<file path="src/rtl/wiper_pkg.sv">
package wiper_pkg;

   localparam int LfsrW   = 32;
   localparam int PermIdxW = $clog2(LfsrW);

   typedef logic [LfsrW-1:0]          lfsr_t;
   typedef logic [LfsrW*PermIdxW-1:0] perm_t;

   typedef enum logic [1:0] {
      WipeIdle = 2'b00,
      WipeRun  = 2'b01,
      WipeDone = 2'b10,
      WipeErr  = 2'b11
   } wipe_state_e;

   // Default output reordering: bit i takes state bit (7*i + 3) mod 32.
   function automatic perm_t default_perm();
      perm_t p;
      p = '0;
      for (int i = 0; i < LfsrW; i++) begin
         p[i*PermIdxW +: PermIdxW] = PermIdxW'((7 * i + 3) % LfsrW);
      end
      return p;
   endfunction

   // A valid permutation touches every source bit exactly once.
   function automatic bit perm_valid(perm_t p);
      logic [LfsrW-1:0] seen;
      seen = '0;
      for (int i = 0; i < LfsrW; i++) begin
         seen[p[i*PermIdxW +: PermIdxW]] = 1'b1;
      end
      return &seen;
   endfunction

   function automatic lfsr_t lfsr_next(lfsr_t s, lfsr_t taps);
      return {1'b0, s[LfsrW-1:1]} ^ (s[0] ? taps : '0);
   endfunction

endpackage

</file>
<file path="src/rtl/wiper_ctr.sv">
module wiper_ctr #(
   parameter int AW     = 10,
   parameter bit INVERT = 1'b0
) (
   input  logic          clk_i,
   input  logic          rst_ni,
   input  logic          clr_i,
   input  logic          inc_i,
   output logic [AW-1:0] cnt_o
);

   logic [AW-1:0] cnt_q;
   logic [AW-1:0] count;
   logic [AW-1:0] count_nxt;
   logic [AW-1:0] store_nxt;
   logic [AW-1:0] store_rst;

   generate
      if (INVERT) begin : g_inverted
         assign count     = ~cnt_q;
         assign store_nxt = ~count_nxt;
         assign store_rst = '1;
      end else begin : g_plain
         assign count     = cnt_q;
         assign store_nxt = count_nxt;
         assign store_rst = '0;
      end
   endgenerate

   always_comb begin
      if (clr_i) begin
         count_nxt = '0;
      end else if (inc_i) begin
         count_nxt = count + AW'(1);
      end else begin
         count_nxt = count;
      end
   end

   always_ff @(posedge clk_i or negedge rst_ni) begin
      if (!rst_ni) begin
         cnt_q <= store_rst;
      end else begin
         cnt_q <= store_nxt;
      end
   end

   assign cnt_o = count;

   assert_clr_zero_R2: assert property (@(posedge clk_i) disable iff (!rst_ni)
      clr_i |=> cnt_o == '0);

endmodule

</file>
<file path="src/rtl/wiper_lfsr.sv">
module wiper_lfsr
   import wiper_pkg::*;
#(
   parameter lfsr_t SEED = 32'h5A3C_96E1,
   parameter lfsr_t TAPS = 32'h8020_0003,
   parameter perm_t PERM = default_perm()
) (
   input  logic  clk_i,
   input  logic  rst_ni,
   input  logic  load_i,
   input  lfsr_t seed_i,
   input  logic  step_i,
   output lfsr_t word_o
);

   generate
      if (SEED == '0) begin : g_bad_seed
         $error("wiper_lfsr: SEED must be nonzero");
      end
      if (!perm_valid(PERM)) begin : g_bad_perm
         $error("wiper_lfsr: PERM is not a permutation");
      end
   endgenerate

   lfsr_t state_q;
   lfsr_t load_val;

   assign load_val = (seed_i == '0) ? SEED : seed_i;

   always_ff @(posedge clk_i or negedge rst_ni) begin
      if (!rst_ni) begin
         state_q <= SEED;
      end else if (load_i) begin
         state_q <= load_val;
      end else if (step_i) begin
         state_q <= lfsr_next(state_q, TAPS);
      end
   end

   generate
      for (genvar g = 0; g < LfsrW; g++) begin : g_perm
         assign word_o[g] = state_q[PERM[g*PermIdxW +: PermIdxW]];
      end
   endgenerate

   assert_state_nonzero_R4: assert property (@(posedge clk_i) disable iff (!rst_ni)
      state_q != '0);

   assert_step_moves_R4: assert property (@(posedge clk_i) disable iff (!rst_ni)
      (step_i && !load_i) |=> state_q != $past(state_q));

endmodule

</file>
<file path="src/rtl/mem_wiper.sv">
module mem_wiper
   import wiper_pkg::*;
#(
   parameter int    MEM_BYTES  = 4096,
   parameter int    NONCE_W    = 128,
   parameter int    SEED_OFS   = 64,
   parameter lfsr_t LFSR_SEED  = 32'h5A3C_96E1,
   parameter lfsr_t LFSR_TAPS  = 32'h8020_0003,
   parameter perm_t LFSR_PERM  = default_perm(),
   localparam int   WordCnt    = MEM_BYTES / 4,
   localparam int   AddrW      = $clog2(WordCnt)
) (
   input  logic               clk_i,
   input  logic               rst_ni,
   input  logic               start_i,
   input  logic [NONCE_W-1:0] nonce_i,
   input  logic               bus_req_i,
   output logic               bus_gnt_o,
   output logic               ram_we_o,
   output logic [AddrW-1:0]   ram_addr_o,
   output logic [LfsrW-1:0]   ram_wdata_o,
   output logic               busy_o,
   output logic               done_o,
   output logic               err_o
);

   localparam logic [AddrW-1:0] LastAddr = AddrW'(WordCnt - 1);

   generate
      if ((MEM_BYTES % 4) != 0 || WordCnt < 2) begin : g_bad_size
         $error("mem_wiper: MEM_BYTES must be a multiple of 4 holding at least two words");
      end
      if (SEED_OFS + LfsrW > NONCE_W) begin : g_bad_ofs
         $error("mem_wiper: seed slice exceeds nonce width");
      end
   endgenerate

   wipe_state_e      state_q, state_d;
   logic             err_q;
   logic             start_ok;
   logic             running;
   logic             at_last;
   logic             mismatch;
   logic [AddrW-1:0] cnt_a, cnt_b;
   lfsr_t            seed_slice;
   logic             unused_nonce_bits;

   assign seed_slice        = nonce_i[SEED_OFS +: LfsrW];
   assign unused_nonce_bits = ^nonce_i;

   assign running  = (state_q == WipeRun);
   assign start_ok = start_i && ((state_q == WipeIdle) || (state_q == WipeDone));
   assign at_last  = (cnt_a == LastAddr);
   assign mismatch = (cnt_a != cnt_b);

   // Two address counters, the second one stored inverted.
   wiper_ctr #(.AW(AddrW), .INVERT(1'b0)) u_ctr_a (
      .clk_i  (clk_i),
      .rst_ni (rst_ni),
      .clr_i  (start_ok),
      .inc_i  (running && !at_last),
      .cnt_o  (cnt_a)
   );

   wiper_ctr #(.AW(AddrW), .INVERT(1'b1)) u_ctr_b (
      .clk_i  (clk_i),
      .rst_ni (rst_ni),
      .clr_i  (start_ok),
      .inc_i  (running && !at_last),
      .cnt_o  (cnt_b)
   );

   wiper_lfsr #(.SEED(LFSR_SEED), .TAPS(LFSR_TAPS), .PERM(LFSR_PERM)) u_lfsr (
      .clk_i  (clk_i),
      .rst_ni (rst_ni),
      .load_i (start_ok),
      .seed_i (seed_slice),
      .step_i (running),
      .word_o (ram_wdata_o)
   );

   always_comb begin
      state_d = state_q;
      unique case (state_q)
         WipeIdle, WipeDone: if (start_ok) state_d = WipeRun;
         WipeRun:            if (at_last)  state_d = WipeDone;
         default:            state_d = WipeErr;
      endcase
      if (mismatch) begin
         state_d = WipeErr;
      end
   end

   always_ff @(posedge clk_i or negedge rst_ni) begin
      if (!rst_ni) begin
         state_q <= WipeIdle;
         err_q   <= 1'b0;
      end else begin
         state_q <= state_d;
         err_q   <= err_q | mismatch;
      end
   end

   assign ram_we_o   = running;
   assign ram_addr_o = cnt_a;
   assign busy_o     = running;
   assign done_o     = (state_q == WipeDone);
   assign err_o      = err_q;
   assign bus_gnt_o  = bus_req_i && done_o && !err_q;

   assert_start_R2: assert property (@(posedge clk_i) disable iff (!rst_ni)
      (start_ok && !mismatch) |=> (busy_o && ram_addr_o == '0 && !done_o));

   assert_addr_step_R2: assert property (@(posedge clk_i) disable iff (!rst_ni)
      (running && !at_last && !mismatch) |=> ram_addr_o == AddrW'($past(ram_addr_o) + 1'b1));

   assert_done_R6: assert property (@(posedge clk_i) disable iff (!rst_ni)
      (running && at_last && !mismatch) |=> (done_o && !ram_we_o));

   assert_gnt_R7: assert property (@(posedge clk_i) disable iff (!rst_ni)
      bus_gnt_o |-> (done_o && !err_o && bus_req_i));

   assert_err_sticky_R9: assert property (@(posedge clk_i) disable iff (!rst_ni)
      err_o |=> err_o);

   assert_no_we_err_R9: assert property (@(posedge clk_i) disable iff (!rst_ni)
      err_o |-> (!ram_we_o && !done_o));

endmodule

</file>
<file path="config.mk">
export PLATFORM = sky130hd
export DESIGN_NAME = mem_wiper
export DESIGN_NICKNAME = d
export VERILOG_FILES = /design/src/rtl/wiper_pkg.sv /design/src/rtl/wiper_ctr.sv /design/src/rtl/wiper_lfsr.sv /design/src/rtl/mem_wiper.sv
export SDC_FILE = /design/constraint.sdc
export NUM_CORES = 1
export LEC_CHECK = 0
export ABC_AREA = 1
export BUFFER_PORTS_ARGS = -buffer_cell sky130_fd_sc_hd__buf_2
export CAP_MARGIN = 0
export CORE_MARGIN = 2
export CORE_UTILIZATION = 37
export DETAILED_ROUTE_END_ITERATION = 16
export PLACE_DENSITY_LB_ADDON = 0.3
export SYNTH_ARGS = -nofsm -noshare
export SYNTH_HDL_FRONTEND = slang
export SYNTH_HIERARCHICAL = 1
export SYNTH_SLANG_ARGS = --single-unit
export TNS_END_PERCENT = 10
</file>
<file path="constraint.sdc">
create_clock -name clk_i -period 2.07 [get_ports clk_i]
set_clock_uncertainty 0.05 [all_clocks]
set_input_delay 0.3105 -clock clk_i [delete_from_list [all_inputs] [get_ports clk_i]]
set_output_delay 0.3105 -clock clk_i [all_outputs]
set_load 0.05 [all_outputs]
</file>
==> summary.txt, run 1 <==
Status
  – Run status: completed

Clock tree
  – Buffer levels on the longest clock path: 2
  – Hold-fix buffer count after cts: 1
  – TritonCTS Buffers: 5
  – Clk sink count: between 50 and 60
  – H-tree depth: 2
  – CTS root buf: sky130_fd_sc_hd__clkbuf_8
  – Worst-Skew Late Latency: 310 ps
  – Number of gates given a new drive strength after cts: 0
  – Post-CTS setup-driven buffer insertion count: 0
  – Clock-pin slew reported for the worst setup and hold paths after clock tree synthesis: 100 ps
  – Clock tree from TritonCTS: yes

Timing
  – Final hold vios: 0
  – Setup repair after global routing missed its margin: no
  – Fmax: 546 MHz
  – Slew at the pin with the worst max-slew slack: 605 ps
  – Minimum clock period: about 1800 ps
  – Post-route clock period utilization: roughly nine tenths
  – Headroom to the max-slew limit: 59.6%
  – Final count of pins violating max slew: 0
  – Final Setup Violations: 0

Drt
  – Total Wirelength: ~8600 um
  – Detailed-route via count: 3229
  – Starting DRT DRC Count: between 100 and 150
  – Routed Antenna Nets: 0
  – Avg WL per Cell: 13.1 um
  – Number of remaining DRC errors: 0
  – Vias/cell: 4.89
  – Count of TritonRoute iterations in the first routing pass: 4

Placed design
  – Half-perimeter wire length after detailed placement: 6440 um
  – Post-DP Area: 3860 um2
  – Placed cell count: 651
  – Count of input and output buffers: 82
  – Placer congestion estimate: 0.813

Power and ir drop
  – Worst vdd ir: 218 uV
  – Leakage dissipation: 2.02 nW
  – PnR Total Power: 0.00206 W
  – Power per unit of standard cell area: about 520 nW/um2

Synthesis
  – Post-synth ARST share: 100%
  – Portion of the post-synthesis area used by sequential elements: 42.7%
  – Main flop type after synthesis: sky130_fd_sc_hd__dfrtp_1
  – Library cells used by synthesis: 29
  – Cell count after synthesis: around 470
  – Net Count, Synth: 600
  – Mean post-synth cell area: between 7 and 8 um2
  – Yosys warns: 6
  – Register bit count reported by yosys: 55
  – Area of the mapped netlist: 3300 um2
  – Post-synth EDFFs: 0

Worst setup path
  – Startpoint of the most critical register-to-register path: u_ctr_a/cnt_o[4]
  – CP Data Arrival Time: ~2000 ps
  – Crit path cell chain: nand2_1 > nor2_1 > nand3b_1 > nand2_1 > inv_1 > nor2_4 > nor2_4 > nand2_2 > clkinv_2 > nand2_1 > a21oi_1
  – Most Frequent Cell on Critical Path: sky130_fd_sc_hd__nand2_1
  – Setup crit end kind: flip-flop
  – Setup slack, reg-to-reg: 240 ps
  – CP required: 2230 ps
  – Path depth of the worst reg2reg path: 11
  – CP max stage delay: between 500 and 600 ps
  – Class of the most critical setup path: flip-flop to flip-flop
  – Largest fanout on the critical path: 9
  – Critical-path cell with the highest stage delay: sky130_fd_sc_hd__dfrtp_1
  – Nature of the critical path startpoint: flip-flop
  – Worst r2r dst: u_ctr_a/cnt_o[8]

Floorplanning
  – Row Count: 34
  – Die span in y: 98.5 um
  – Top-level port count: 179
  – DIE AREA: between 9000 and 10000 um2
  – Starting density of the core: 38.1%
  – Core Footprint: 8680 um2
  – Die extent in x: between 90 and 100 um

Final layout
  – Layout cells sized above 1: between 20% and 30%
  – Fin area: slightly below 4000 um2
  – Final net count: 685
  – Most common cell after layout, fill and taps aside: sky130_fd_sc_hd__nand2_1
  – Most used cells in the layout excluding fill and tap cells: sky130_fd_sc_hd__nand2_1, sky130_fd_sc_hd__nor2_1, sky130_fd_sc_hd__buf_2
  – Signed area change from the synthesized netlist to the final layout: 19.9%
  – Number of standard cells in the final layout excluding fillers: between 600 and 700
  – Number of diodes: 0

Global route
  – Pin count of the biggest net entering global routing: 39
  – Aggregate global-route resource usage: 18.5%
  – Antenna violations before repair: 0
  – Leftover overflow at the end of global routing: 0
  – Via count of the first global-routing pass: between 3000 and 4000
  – First-pass GRT wire length: 14800 um

Job
  – Max-cap violations: 0

Min path
  – Number of cells traversed by the worst hold path: 3
  – Type of the worst min-delay path: input pin to flip-flop
  – Worst hold path endpoint: u_lfsr/state_q[22]
  – Source of the worst hold timing path: nonce_i[86]
==> flip-flops by register name, indices dropped and copies added, names as in the netlist <==
name and flops:
state_q 2, u_ctr_a/cnt_o 10, u_ctr_b/cnt_q 10, err_o 1, u_lfsr/state_q 32
==> worst max-delay path, delay by kind of cell, from the launching register on <==
family	cells	cell delay, ps
and+or+nand+nor	8	850
DFF	1	520
buffers and inverters	2	230
AOI/OAI and AO/OA	1	60
==> final cells by class <==
cell class	instances	area [um2]
repair buffers	93	533
well taps	108	135
fillers	921	4720
flip-flops and latches	55	1410
inverters	57	215
clock buffers	6	72.6
multi-input cells	339	1580
clock inverters	2	12.5
==> per-layer routing <==
| metal | track usage, % | wire length [um] | part of all wire, % |
|---|---|---|---|
| met5 | 0 | 0 | 0 |
| met4 | 4.53 | 125 | 1.4 |
| met1 | 25.1 | 3950 | 46 |
| met3 | 3.76 | 632 | 7.3 |
| met2 | 30.4 | 3920 | 45 |
==> power by group <==
group          internal (W)  switching, W  total (W)  leakage [nW]
clock network      0.000238      0.000361   0.000599        0.0412
registers           0.00112     0.0000313    0.00115         0.636
logic             0.0000846      0.000221   0.000306          1.34
total               0.00145      0.000614    0.00206          2.02
==> Yosys cell counts, types with 2 or more instances <==
| master | n | area share, % |
|---|---|---|
| sky130_fd_sc_hd__buf_4 | 4 | 0.91 |
| sky130_fd_sc_hd__o21ai_0 | 38 | 5.8 |
| sky130_fd_sc_hd__a21oi_1 | 18 | 2.7 |
| sky130_fd_sc_hd__inv_2 | 7 | 0.80 |
| sky130_fd_sc_hd__nand3_1 | 17 | 2.6 |
| sky130_fd_sc_hd__nand3_2 | 3 | 0.91 |
| sky130_fd_sc_hd__nand2_2 | 4 | 0.76 |
| sky130_fd_sc_hd__dfstp_2 | 26 | 21 |
| sky130_fd_sc_hd__clkbuf_1 | 2 | 0.23 |
| sky130_fd_sc_hd__xnor2_1 | 2 | 0.53 |
| sky130_fd_sc_hd__nor2_2 | 8 | 1.5 |
| sky130_fd_sc_hd__o21ai_1 | 12 | 1.8 |
| sky130_fd_sc_hd__inv_1 | 46 | 5.2 |
| sky130_fd_sc_hd__nand2_1 | 125 | 14 |
| sky130_fd_sc_hd__buf_6 | 3 | 1.0 |
| sky130_fd_sc_hd__nor2_4 | 7 | 2.4 |
| sky130_fd_sc_hd__clkinv_1 | 3 | 0.34 |
| sky130_fd_sc_hd__buf_2 | 6 | 0.91 |
| sky130_fd_sc_hd__xor2_1 | 3 | 0.80 |
| sky130_fd_sc_hd__nor2_1 | 85 | 9.7 |
| sky130_fd_sc_hd__dfrtp_1 | 29 | 22 |
| sky130_fd_sc_hd__o21ai_2 | 2 | 0.53 |
| sky130_fd_sc_hd__a22oi_1 | 8 | 1.8 |
| sky130_fd_sc_hd__nand4_1 | 2 | 0.38 |
| sky130_fd_sc_hd__ha_1 | 2 | 0.76 |
==> per-stage QoR <==
step                      TNS [ps]  util [%]  hold slack [ps]  setup WS (ps)
after floorplan               -147         -            -35.1           -147
after global placement           0      44.5              300            273
after detailed placement         0      44.5              302            262
after CTS                        0      45.6              172            239
after global routing             0      45.6              189           42.8
final                            0      45.6              186            238
==> worst max-delay path by stage <==
stage | slack [ps] | cells past startpoint | endpoint | start
final | 240 | 11 | u_ctr_a/cnt_o[8] | u_ctr_a/cnt_o[4]
after global routing | 40 | 11 | u_ctr_b/cnt_q[9] | u_ctr_a/cnt_o[0]
after floorplan | -150 | 4 | bus_gnt_o | state_q[1]
after global placement | 270 | 11 | u_ctr_a/cnt_o[8] | u_ctr_a/cnt_o[4]
after detailed placement | 260 | 10 | u_ctr_a/cnt_o[6] | u_ctr_a/cnt_o[4]
after CTS | 240 | 11 | u_ctr_a/cnt_o[6] | u_ctr_a/cnt_o[4]
==> logic make-up after synthesis <==
| kind of cell | Yosys count | synth area share, % |
|---|---|---|
| fa+ha+maj | 2 | 0.757 |
| compound gates | 80 | 13.1 |
| buf+inv | 72 | 9.58 |
| xor+xnor | 5 | 1.33 |
| flops | 55 | 42.7 |
| simple gates | 252 | 32.6 |
Note: power is estimated with default switching activity, not from simulation.
==> inputs of run 2 (changes only) <==
Settings changed: ABC_AREA 1 to unset.
==> run 2 against run 1 <==
Maximum frequency shrank 7.7%. Critical endpoint is now u_ctr_b/cnt_q[7]. Global-route usage shrank 1.6 points. Sequential share of layout area increased by 2.3 points. Utilization rose by 2.7 points.
==> summary.txt, run 2 <==
Status
  – Run status: completed

Power and ir drop
  – Part of the power in registers: 54.0% (-2.1 points)
  – P_int: 0.00150 W (+4.0%)
  – Share of total power consumed by net switching: 31.2% (+1.4 points)
  – Reported net switching power: 0.000680 W (+11%)
  – Worst vdd ir: 294 uV (+35%)
  – Clock power frac: 27.9% (-1.2 points)
  – Leakage dissipation: 1.61 nW (-20%)
  – Comb pwr share: 18.1% (+3.2 points)
  – PnR Total Power: 0.00218 W (+6.0%)
  – Power per unit of standard cell area: 582 nW/um2 (+12%)

Clock tree
  – Clock tree from TritonCTS: yes
  – CTS root buf: sky130_fd_sc_hd__clkbuf_8
  – Clk sink count: 55 (unchanged)
  – Clock-pin slew reported for the worst setup and hold paths after clock tree synthesis: 110 ps (about the same)
  – TritonCTS Buffers: 5 (unchanged)
  – Worst-Skew Late Latency: 310 ps (about the same)
  – Buffer levels on the longest clock path: 2 (unchanged)
  – H-tree depth: 2 (unchanged)

Global route
  – Via count of the first global-routing pass: 2484 (-22%)
  – Antenna violations before repair: 0 (unchanged)
  – Aggregate global-route resource usage: 16.9% (-1.6 points)
  – Pin count of the biggest net entering global routing: 81 (+110%)
  – Leftover overflow at the end of global routing: 0 (unchanged)
  – First-pass GRT wire length: 11800 um (-20%)

Drt
  – Routed Antenna Nets: 0 (unchanged)
  – Detailed-route via count: 2566 (-21%)
  – Vias/cell: 5.09 (+4.1%)
  – Total Wirelength: 7190 um (-17%)
  – Count of TritonRoute iterations in the first routing pass: 4 (unchanged)
  – Number of remaining DRC errors: 0 (unchanged)
  – Starting DRT DRC Count: 89 (-26%)
  – Avg WL per Cell: 14.3 um (+9.0%)

Worst setup path
  – Nature of the critical path startpoint: flip-flop
  – Largest fanout on the critical path: 5 (-4)
  – Class of the most critical setup path: flip-flop to flip-flop
  – Worst r2r dst: u_ctr_b/cnt_q[7]
  – CP required: 2270 ps (+40 ps)
  – Setup crit end kind: flip-flop
  – Path depth of the worst reg2reg path: 6 (-5)
  – Setup slack, reg-to-reg: 80 ps (-150 ps)
  – CP Data Arrival Time: 2180 ps (+190 ps)
  – Startpoint of the most critical register-to-register path: u_ctr_a/cnt_o[9]

Final layout
  – Most common cell after layout, fill and taps aside: sky130_fd_sc_hd__buf_2
  – Fin area: 3750 um2 (-5.2%)
  – Signed area change from the synthesized netlist to the final layout: 25.3%
  – Post-route core utilization: 48.3% (+2.7 points)
  – Number of diodes: 0 (unchanged)
  – Final net count: 535 (-22%)
  – Layout cells sized above 1: 38.8% (+10 points)
  – Max reg flops: 32 (unchanged)
  – Most used cells in the layout excluding fill and tap cells: sky130_fd_sc_hd__buf_2, sky130_fd_sc_hd__nand2_1, sky130_fd_sc_hd__inv_1
  – Largest register by flop count: u_lfsr/state_q

Placed design
  – Count of input and output buffers: 82 (unchanged)
  – Post-DP Area: 3620 um2 (-6.3%)
  – Placer congestion estimate: 0.802 (-1.4%)
  – Half-perimeter wire length after detailed placement: 5110 um (-21%)
  – Setup slack at placement: 75.1 ps (-187 ps)

Synthesis
  – Portion of the post-synthesis area used by sequential elements: 47.0% (+4.4 points)
  – Mean post-synth cell area: 9.67 um2 (+36%)
  – Multiplexer share of the synthesized area: 6.01% (+6.0 points)
  – Most numerous cell types in the synthesized netlist: sky130_fd_sc_hd__nand2_1, sky130_fd_sc_hd__dfrtp_1, sky130_fd_sc_hd__inv_1, sky130_fd_sc_hd__dfstp_2, sky130_fd_sc_hd__o21ai_0
  – Dominant cell type by area after synthesis: sky130_fd_sc_hd__dfrtp_1
  – Yosys warns: 6 (unchanged)
  – Synthesized-area fraction occupied by xor and xnor cells: 5.55% (+4.2 points)
  – Adder-Cell Fraction of Synth Area: 0.835% (+0.077 points)
  – Post-synth ARST share: 100% (unchanged)
  – Main flop type after synthesis: sky130_fd_sc_hd__dfrtp_1
  – Register bit count reported by yosys: 55 (unchanged)
  – Library cells used by synthesis: 40 (+38%)
  – Proportion of netlist area held by the largest area contributor: 24.2% (+2.2 points)
  – Cell count after synthesis: 310 (-33%)
  – Area fraction in compound gates after synthesis: 14.1% (+1.0 points)
  – Simple logic cell fraction of the synthesized area: 20.0% (-13 points)
  – Net Count, Synth: 444 (-26%)
  – Most numerous cell in the Yosys netlist: sky130_fd_sc_hd__nand2_1
  – Area of the mapped netlist: 3000 um2 (-9.3%)
  – Main combinational cell family by area after synthesis: simple AND/OR/NAND/NOR gates
  – Top post-synthesis cells by area: sky130_fd_sc_hd__dfrtp_1, sky130_fd_sc_hd__dfstp_2, sky130_fd_sc_hd__mux2i_1
  – Post-synth EDFFs: 0 (unchanged)

Floorplanning
  – DIE AREA: 8840 um2 (-8.9%)
  – Die extent in x: 94.0 um (-4.6%)
  – Top-level port count: 179 (unchanged)
  – Core Footprint: 7770 um2 (-10%)
  – Starting density of the core: 38.6% (+0.52 points)
  – Row Count: 32 (-5.9%)
  – Die span in y: 94.0 um (-4.6%)

Timing
  – Final count of pins violating max slew: 0 (unchanged)
  – Sum of negative setup slack: 0 ps (unchanged)
  – Headroom to the max-slew limit: 57.8% (-1.9 points)
  – Fmax: 504 MHz (-7.7%)
  – Minimum clock period: 1990 ps (+153 ps)
  – Post-route clock period utilization: 95.9% (+7.4 points)
  – Final hold vios: 0 (unchanged)
  – Final Setup Violations: 0 (unchanged)
  – Slew at the pin with the worst max-slew slack: 633 ps (+27.9 ps)
  – Crit path setup slack, layout: 84.9 ps (-153 ps)

Min path
  – Type of the worst min-delay path: input pin to flip-flop
  – Number of cells traversed by the worst hold path: 3 (unchanged)
  – Source of the worst hold timing path: nonce_i[85]
  – Worst hold path endpoint: u_lfsr/state_q[21]

Job
  – Max-cap violations: 0 (unchanged)
-- run 2: what timing repair did --
action,4_1_cts,5_1_grt
gates resized for setup,1,1
hold buffers,1,0
hold endpoints to repair,13,0
setup endpoints to repair,2,1
buffers inserted,0,1
-- run 2: power groups by stage --
| stage | clock network, W | logic [W] | registers, W |
|---|---|---|---|
| final | 0.000610 | 0.000396 | 0.00118 |
| after global routing | 0.000684 | 0.000427 | 0.00119 |
| after CTS | 0.000637 | 0.000400 | 0.00118 |
| after detailed placement | 0 | 0.000398 | 0.00120 |
| after global placement | 0 | 0.000394 | 0.00119 |
| after floorplan | 0 | 0.0000840 | 0.00136 |
-- run 2: cell type report --
type / count / area [um2]
Clock buffer: 6 / 72.6
Clock inverter: 2 / 16.3
Fill cell: 735 / 4010
Inverter: 27 / 101
Multi-Input combinational cell: 211 / 1420
Sequential cell: 55 / 1420
Tap cell: 102 / 128
Timing Repair Buffer: 101 / 597
-- run 2: metrics by stage --
step / hold slack, ps / std cells
after CTS: 134 / 503
after global placement: 235 / 494
after detailed placement: 235 / 494
after global routing: 140 / 504
final: 147 / 504
after floorplan: -35.1 / 310
-- run 2: worst max-delay path by stage --
stage                     slack, ps               end        startpoint
after detailed placement         80  u_ctr_b/cnt_q[7]  u_ctr_a/cnt_o[9]
final                            80  u_ctr_b/cnt_q[7]  u_ctr_a/cnt_o[9]
after global placement          100  u_ctr_b/cnt_q[9]  u_ctr_a/cnt_o[9]
after CTS                        60  u_ctr_b/cnt_q[9]  u_ctr_a/cnt_o[9]
after global routing            -20  u_ctr_a/cnt_o[5]  u_ctr_a/cnt_o[9]
after floorplan                  -9         bus_gnt_o        state_q[1]
-- run 2: cell families (layout without fill, tap and decap cells) --
group	after synthesis	in the layout
flip-flops	55	55
AND/OR/NAND/NOR	105	105
XOR/XNOR	19	19
AO/OA/AOI/OAI	67	67
adder cells (fa/ha/maj)	2	2
buffers and inverters	44	136
multiplexers	18	18
-- run 2: routing by layer --
metal  GRT usage [%]  vias up  share of wire, %
met4            5.31        0              0.61
met1            22.8     1207                46
met3            4.25        4               7.2
li1                -     1274                 -
met5               0        -                 0
met2            26.7       81                47
-- run 2: critical path, stage by stage, from the launching register on --
cell,delay [ps]
sky130_fd_sc_hd__dfrtp_2,450
sky130_fd_sc_hd__nand4_1,120
sky130_fd_sc_hd__nor3_1,80
sky130_fd_sc_hd__and2b_2,250
sky130_fd_sc_hd__or4b_4,540
sky130_fd_sc_hd__nor4_2,210
sky130_fd_sc_hd__mux2i_1,220
==> inputs of run 3 (changes only) <==
==> constraint.sdc (replaced) <==
create_clock -name clk_i -period 2.07 [get_ports clk_i]
set_clock_uncertainty 0.05 [all_clocks]
set_input_delay 0.5175 -clock clk_i [delete_from_list [all_inputs] [get_ports clk_i]]
set_output_delay 0.5175 -clock clk_i [all_outputs]
set_load 0.05 [all_outputs]
==> run 3 against run 2 <==
Clock-buffer cell count down 1. Total power up 6.5%. Cell count up 0.20%. First-iteration DRC count up 35%. Highest routed layer unchanged.
==> summary.txt, run 3 (same netlist as run 2, synthesis figures left out) <==
Clock tree
  – Worst-Skew Late Latency: 320 ps (about the same)
  – Clock-pin slew reported for the worst setup and hold paths after clock tree synthesis: 100 ps (about the same)
  – Clk sink count: 55 (unchanged)
  – Clock tree from TritonCTS: yes
  – CTS root buf: sky130_fd_sc_hd__clkbuf_8
  – H-tree depth: 2 (unchanged)
  – Buffer levels on the longest clock path: 2 (unchanged)
  – TritonCTS Buffers: 5 (unchanged)

Final layout
  – Final net count: 536 (+0.19%)
  – Layout cells sized above 1: 39.7% (+0.90 points)
  – Largest register by flop count: u_lfsr/state_q
  – Max reg flops: 32 (unchanged)
  – Signed area change from the synthesized netlist to the final layout: 26.3%
  – Number of diodes: 0 (unchanged)
  – Number of standard cells in the final layout excluding fillers: 505 (+0.20%)
  – Most used cells in the layout excluding fill and tap cells: sky130_fd_sc_hd__buf_2, sky130_fd_sc_hd__nand2_1, sky130_fd_sc_hd__inv_1
  – Post-route core utilization: 48.7% (+0.40 points)
  – Most common cell after layout, fill and taps aside: sky130_fd_sc_hd__buf_2

Drt
  – Starting DRT DRC Count: 120 (+35%)
  – Vias/cell: 5.05 (-0.78%)
  – Count of TritonRoute iterations in the first routing pass: 4 (unchanged)
  – Number of remaining DRC errors: 0 (unchanged)
  – Avg WL per Cell: 14.2 um (-0.68%)
  – Total Wirelength: 7150 um (-0.49%)
  – Detailed-route via count: 2551 (-0.58%)
  – Routed Antenna Nets: 0 (unchanged)

Timing
  – Crit path setup slack, layout: 77.3 ps (-7.53 ps)
  – Final count of pins violating max slew: 0 (unchanged)
  – Headroom to the max-slew limit: 77.1% (+19 points)
  – Post-route clock period utilization: 96.3% (+0.36 points)
  – Sum of negative setup slack: 0 ps (unchanged)
  – Minimum clock period: 1990 ps (+7.53 ps)
  – Slew at the pin with the worst max-slew slack: 344 ps (-289 ps)
  – Fmax: 502 MHz (-0.38%)
  – Final hold vios: 0 (unchanged)
  – Final Setup Violations: 0 (unchanged)
  – Setup repair after global routing missed its margin: yes

Floorplanning
  – Starting density of the core: 38.6% (unchanged)
  – DIE AREA: 8840 um2 (unchanged)
  – Die extent in x: 94.0 um (unchanged)
  – Die span in y: 94.0 um (unchanged)
  – Core Footprint: 7770 um2 (unchanged)
  – Row Count: 32 (unchanged)
  – Top-level port count: 179 (unchanged)

Worst setup path
  – Setup crit end kind: output port
  – Worst r2r dst: u_ctr_b/cnt_q[5]
  – Critical-path cell with the highest stage delay: sky130_fd_sc_hd__dfrtp_1
  – CP Data Arrival Time: 1430 ps (-750 ps)
  – Setup slack, reg-to-reg: 90 ps (about the same)
  – Nature of the critical path startpoint: flip-flop
  – Crit path cell chain: nor2b_4 > buf_8 > clkbuf_4
  – Class of the most critical setup path: flip-flop to output port
  – CP max stage delay: 430 ps (-110 ps)
  – Largest fanout on the critical path: 35 (+30)
  – CP required: 1500 ps (-770 ps)
  – Path depth of the worst reg2reg path: 6 (unchanged)
  – CP Buf/Inv Count: 2 (+2)
  – Startpoint of the most critical register-to-register path: u_ctr_a/cnt_o[9]
  – Cell family with most CP delay: buffers and inverters

Job
  – Max-cap violations: 0 (unchanged)

Global route
  – Aggregate global-route resource usage: 17.5% (+0.59 points)
  – Via count of the first global-routing pass: 2527 (+1.7%)
  – Antenna violations before repair: 0 (unchanged)
  – First-pass GRT wire length: 12200 um (+3.1%)
  – Leftover overflow at the end of global routing: 0 (unchanged)
  – Pin count of the biggest net entering global routing: 81 (unchanged)

Power and ir drop
  – PnR Total Power: 0.00233 W (+6.5%)
  – Power per unit of standard cell area: 614 nW/um2 (+5.6%)
  – Leakage dissipation: 1.63 nW (+1.2%)
  – Worst vdd ir: 372 uV (+27%)

Status
  – Run status: completed

Placed design
  – Count of input and output buffers: 82 (unchanged)
  – Half-perimeter wire length after detailed placement: 5200 um (+1.8%)
  – Placer congestion estimate: 0.784 (-2.1%)
  – Setup slack at placement: 85.1 ps (+9.94 ps)
  – Placed cell count: 497 (+0.61%)

Min path
  – Type of the worst min-delay path: input pin to async pin
[run 3: changes by cell type in the layout (fill, tap and decap cells not counted), sizes merged]
cell / before / now
clkinv: 0 / 1
dlygate4sd3: 1 / 0
clkbuf: 6 / 7
clkinvlp: 1 / 0
bufinv: 0 / 1
[run 3: metrics by stage]
stage | hold slack (ps) | instance area, um2
after floorplan | 172 | 3020
after global placement | 395 | 3650
after detailed placement | 396 | 3650
after CTS | 45.2 | 3770
after global routing | 47.4 | 3780
final | 43.7 | 3780
[run 3: where the power goes]
group / internal, W / total [W] / switching (W)
Sequential: 0.00114 / 0.00118 / 0.0000377
Clock: 0.000368 / 0.000752 / 0.000384
Combinational: 0.000118 / 0.000395 / 0.000277
Total: 0.00163 / 0.00233 / 0.000699
[run 3: routing by layer]
| layer | wire, um | global-route usage, % | share of wire [%] |
|---|---|---|---|
| met3 | 493 | 4.57 | 6.9 |
| met1 | 3370 | 23.9 | 47 |
| met2 | 3220 | 27.4 | 45 |
| met4 | 65 | 4.95 | 0.91 |
| met5 | 0 | 0 | 0 |
[run 3: layout make-up]
type / count / area [um2]
fillers: 763 / 3980
well taps: 102 / 128
inverters: 27 / 101
clock buffers: 5 / 68.8
multi-input cells: 211 / 1420
repair buffers: 102 / 598
flip-flops and latches: 55 / 1420
clock inverters: 3 / 47.5
[run 3: how the worst max path moves through the flow]
| stage | startpoint | depth (start not counted) | end |
|---|---|---|---|
| floorplan | state_q[0] | 6 | u_ctr_a/cnt_o[7] |
| global placement | u_ctr_a/cnt_o[9] | 6 | u_ctr_b/cnt_q[9] |
| detailed placement | u_ctr_a/cnt_o[9] | 6 | u_ctr_b/cnt_q[9] |
| CTS | state_q[1] | 3 | busy_o |
| global route | u_ctr_a/cnt_o[9] | 6 | u_ctr_b/cnt_q[7] |
| finish | state_q[1] | 3 | busy_o |
[run 3: timing repair]
| item | CTS | global route |
|---|---|---|
| hold buffers | 0 | 0 |
| cloned | 0 | 0 |
| pin swaps | 0 | 0 |
| endpoints found under the setup margin | 2 | 3 |
| setup buffers | 0 | 0 |
| resized for setup | 1 | 4 |
| endpoints found under the hold margin | 0 | 0 |
